$ cat config.mk
export PLATFORM = sky130hd
export DESIGN_NAME = sio_cfg_gate
export DESIGN_NICKNAME = d
export VERILOG_FILES = /design/src/rtl/sio_cfg_gate.sv
export SDC_FILE = /design/constraint.sdc
export NUM_CORES = 1
export LEC_CHECK = 0
export BUFFER_PORTS_ARGS = -buffer_cell sky130_fd_sc_hd__buf_4
export CAP_MARGIN = 20
export CORE_MARGIN = 3
export CORE_UTILIZATION = 57
export DETAILED_ROUTE_END_ITERATION = 12
export GPL_ROUTABILITY_DRIVEN = 1
export PLACE_DENSITY_LB_ADDON = 0.1
export SLEW_MARGIN = 10
export SYNTH_ARGS = -nofsm -noshare
export SYNTH_HDL_FRONTEND = slang
export SYNTH_SLANG_ARGS = --single-unit
$ cat constraint.sdc
create_clock -name clk -period 4.8 [get_ports clk]
set_clock_uncertainty 0.15 [all_clocks]
set_input_delay 0.48 -clock clk [delete_from_list [all_inputs] [get_ports clk]]
set_output_delay 0.48 -clock clk [all_outputs]
set_load 0.02 [all_outputs]
$ cat src/rtl/sio_cfg_gate.sv
module sio_cfg_gate #(
  parameter int          AW        = 16,
  parameter logic [15:0] CHIP_ID   = 16'h8716,
  parameter logic [7:0]  FLASH_LDN = 8'h07,
  parameter logic [7:0]  SEG_RST   = 8'h02,
  parameter logic [7:0]  SEG_MASK  = 8'h3E
) (
  input  logic          clk,
  input  logic          rst_n,
  input  logic          base_sel,
  input  logic [AW-1:0] io_addr,
  input  logic          io_wr,
  input  logic          io_rd,
  input  logic [7:0]    io_wdata,
  output logic [7:0]    io_rdata,
  output logic          unlocked,
  output logic [15:0]   flash_base,
  output logic [7:0]    seg_cfg
);
  localparam logic [AW-1:0] BASE_LO = AW'(16'h002E);
  localparam logic [AW-1:0] BASE_HI = AW'(16'h004E);
  localparam logic [7:0] K0 = 8'h87, K1 = 8'h01, K2 = 8'h55;

  logic [AW-1:0] base;
  logic          hit_idx, hit_dat;
  logic [1:0]    step;
  logic [7:0]    idx, ldn, key_byte, reg_val;
  logic          ldn_flash;

  assign base      = base_sel ? BASE_HI : BASE_LO;
  assign hit_idx   = io_addr == base;
  assign hit_dat   = io_addr == base + AW'(1);
  assign ldn_flash = ldn == FLASH_LDN;

  always_comb begin
    case (step)
      2'd0:    key_byte = K0;
      2'd1:    key_byte = K1;
      2'd2:    key_byte = K2;
      default: key_byte = base_sel ? 8'hAA : 8'h55;
    endcase
  end

  always_ff @(posedge clk or negedge rst_n) begin
    if (!rst_n) begin
      unlocked   <= 1'b0;
      step       <= 2'd0;
      idx        <= 8'h00;
      ldn        <= 8'h00;
      seg_cfg    <= SEG_RST;
      flash_base <= 16'h0000;
    end else if (io_wr && hit_idx) begin
      if (unlocked) idx <= io_wdata;
      else if (io_wdata == K0) step <= 2'd1;
      else if (step != 2'd0 && io_wdata == key_byte) begin
        if (step == 2'd3) begin
          unlocked <= 1'b1;
          step     <= 2'd0;
        end else step <= step + 2'd1;
      end else step <= 2'd0;
    end else if (io_wr && hit_dat && unlocked) begin
      case (idx)
        8'h02: if (io_wdata[1]) unlocked <= 1'b0;
        8'h07: ldn <= io_wdata;
        8'h24: seg_cfg <= io_wdata & SEG_MASK;
        8'h64: if (ldn_flash) flash_base[15:8] <= io_wdata;
        8'h65: if (ldn_flash) flash_base[7:0] <= io_wdata;
        default: ;
      endcase
    end
  end

  always_comb begin
    case (idx)
      8'h07:   reg_val = ldn;
      8'h20:   reg_val = CHIP_ID[15:8];
      8'h21:   reg_val = CHIP_ID[7:0];
      8'h24:   reg_val = seg_cfg;
      8'h64:   reg_val = ldn_flash ? flash_base[15:8] : 8'h00;
      8'h65:   reg_val = ldn_flash ? flash_base[7:0] : 8'h00;
      default: reg_val = 8'h00;
    endcase
  end

  assign io_rdata = !(io_rd && unlocked) ? 8'hFF :
                    hit_idx ? idx :
                    hit_dat ? reg_val : 8'hFF;
endmodule

==> flow_summary.json <==
{
  "track_usage": 0.254,
  "violations": "hold timing",
  "cts.clk_slew.worst_paths_ns": 0.08,
  "syn-cell-area_um2": 2390,
  "power.internal_uw": 473,
  "drive_above_1_share": 0.420,
  "power_leakage_nw": 1.40,
  "hold_viol": 2,
  "antenna_cells": 0,
  "multi_input_area_um2": 1320,
  "yosys_warnings": 0,
  "vias_per_cell": 6.28,
  "status": "finished, violations left",
  "drc": 0,
  "p_sw_uw": 149,
  "grt_pass1_wl_mm": 9.88,
  "cap_violations": 0,
  "switching_share": 0.239,
  "yosysSeqAreaShare": 0.420,
  "cp_num_buf_inv": 1,
  "first_global_vias": 1997,
  "dp_hpwl_mm": 4.50,
  "final_nets": 308,
  "synth_edf_count": 0,
  "hold_slack_ns": -0.00173,
  "die-width_um": 70.7,
  "worst_path_largest_cell_delay_ns": 0.71,
  "die_area_um2": 5000,
  "grt_max_degree": 41,
  "synth.area.top_cells": "dfrtp_1 (41%), mux2_2 (19%), mux2i_1 (2.9%)",
  "postSynthAreaPerCell_um2": 11.0,
  "clkPwrFrac": 0.385,
  "cts_hold_buffers": 0,
  "reg2reg_slack_ns": 2.05,
  "fillerInstances": 291,
  "relSlewSlack": 0.437,
  "ys_ff_latch": 40,
  "p_seq_frac": 0.541,
  "setup_viol": 0,
  "path_cells": "nor4b_1 -> nand3b_1 -> nor3_1 -> a222oi_1 -> o21ai_0 -> buf_4",
  "synthArstFlopShare": 1.00,
  "clk_latency_ns": 0.30,
  "rows": 22,
  "synth.distinct_cells": 51,
  "start_util": 0.620,
  "cp_top_family": "simple AND/OR/NAND/NOR gates",
  "min_period_ns": 3.34,
  "finalPower_uw": 622,
  "cts-root-buf": "clkbuf_8",
  "gp_congestion": 0.945,
  "combPwrFrac": 0.073,
  "rsz0062_at_grt": "false",
  "regArea_um2": 1000,
  "grt.overflow.total": 0,
  "ios": 62,
  "hp-class": "in2async",
  "cpMaxStageDelayCell": "nor3_1",
  "setup_ws_ns": 1.46,
  "area_delta_synth_final_pct": 23.0,
  "fmax_mhz": 299,
  "crit_type": "reg2out",
  "crit_required_ns": 4.17,
  "p_per_area_nw_per_um2": 212,
  "yosys.area.top_type": "dfrtp_1",
  "start_kind": "register",
  "portBuffers": 58,
  "synth_top_area_frac": 0.409,
  "grt_antenna_before_repair": 0,
  "clock_sinks": 40,
  "drtIter0Drc": 94,
  "cts_setup_buffers": 0,
  "ys.flop_type": "dfrtp_1",
  "cts_max_level": 2,
  "arrival_ns": 2.71,
  "worstMarginPinSlew_ns": 0.838,
  "post-place-ws_ns": 1.73,
  "fin_setup_tns_ns": 0,
  "ant_nets": 0,
  "max-vdd-ir-drop_mv": 0.223,
  "worstSetupEndpointType": "primary output",
  "synthCells": 217,
  "core_um2": 3850,
  "wl_per_cell_um": 19.5,
  "cts_tree": "built",
  "finalWirelength_mm": 6.31,
  "clk_path_buf_depth": 2,
  "slew_violations": 0,
  "cts_resized": 0,
  "vias": 2036,
  "firstDrtPassIters": 4,
  "dieHeight_um": 70.7,
  "min_period_over_period": 0.697,
  "cts_buffers": 5,
  "critPathMaxFanout": 6
}
==> stage by stage <==
| step | utilization | std cells | hold WS [ns] | area (um2) |
|---|---|---|---|---|
| floorplan | - | 219 | 0.0344 | 2400 |
| global placement | 0.737 | 316 | 0.338 | 2840 |
| detailed placement | 0.737 | 316 | 0.334 | 2840 |
| CTS | 0.762 | 324 | 0.0185 | 2940 |
| global route | 0.762 | 324 | 0.0256 | 2940 |
| finish | 0.762 | 324 | -0.00173 | 2940 |
==> path summary, 6_finish.rpt <==
path / endpoint / start / cells after the start
worst max-delay path: io_rdata[5] / ldn[4] / 6
worst min-delay path: step[0] / rst_n / 1
worst max register to register: flash_base[7] / ldn[4] / 5
worst min register to register: flash_base[1] / flash_base[1] / 1
max in group asynchronous: seg_cfg[1] / rst_n / 1
min in group clk: ldn[6] / io_wdata[6] / 2
==> state kept, by name, indices dropped and copies added (netlist names) <==
name and flops:
flash_base 16, idx 8, ldn 8, seg_cfg 5, step 2, unlocked 1
==> power groups by stage <==
stage	combinational (mW)	sequential, mW	clock, mW
4_1_cts	0.0457	0.337	0.242
2_1_floorplan	0.0129	0.343	0
5_1_grt	0.0497	0.337	0.255
3_3_place_gp	0.0448	0.343	0
3_5_place_dp	0.0455	0.343	0
6_report	0.0456	0.337	0.240
==> layout make-up <==
cell class / count / share of cell area
clock buffers: 6 / 0.0281
clock inverters: 2 / 0.00511
inverters: 5 / 0.00639
multi-input cells: 165 / 0.451
flip-flops and latches: 40 / 0.341
well taps: 48 / 0.0204
repair buffers: 58 / 0.148
==> cell families after synthesis <==
| group | synth area share |
|---|---|
| simple gates | 0.189 |
| compound gates | 0.113 |
| flops | 0.420 |
| other cells | 0.00157 |
| fa+ha+maj | 0.0210 |
| xor+xnor | 0.00367 |
| mux | 0.223 |
| buf+inv | 0.0293 |
==> per-layer routing <==
| metal | wire length (um) | track usage | up-vias |
|---|---|---|---|
| li1 | - | - | 938 |
| met1 | 2660 | 0.327 | 1008 |
| met2 | 3120 | 0.418 | 75 |
| met3 | 357 | 0.0497 | 15 |
| met4 | 173 | 0.104 | 0 |
| met5 | 0 | 0 | - |
==> placed cells by master (no fill, tap or decap), types with 4 or more instances in the layout <==
cell,count
nand2_1,9
inv_1,5
clkbuf_8,6
buf_4,58
nor3b_1,4
ha_1,4
mux2i_1,7
nor2_1,8
and3_1,6
o21ai_0,10
mux2_2,41
nand3b_1,4
a21oi_1,13
dfrtp_1,39
nand3_1,6
==> synth_stat cells, drive strengths merged, types with 2 or more instances <==
cell type / n
mux2: 41
dfrtp: 39
a21oi: 13
o21ai: 10
nand2: 9
nor2: 8
mux2i: 7
nand3: 7
and3: 6
buf: 6
inv: 5
nor3b: 5
ha: 4
nand3b: 4
a221o: 3
clkbuf: 3
nand4b: 3
nor2b: 3
nor3: 3
o22ai: 3
a221oi: 2
a32oi: 2
and4b: 2
nand4: 2
nor4: 2
nor4b: 2
or2: 2
or3: 2
or4: 2
Power figures use the tool's default switching activity.
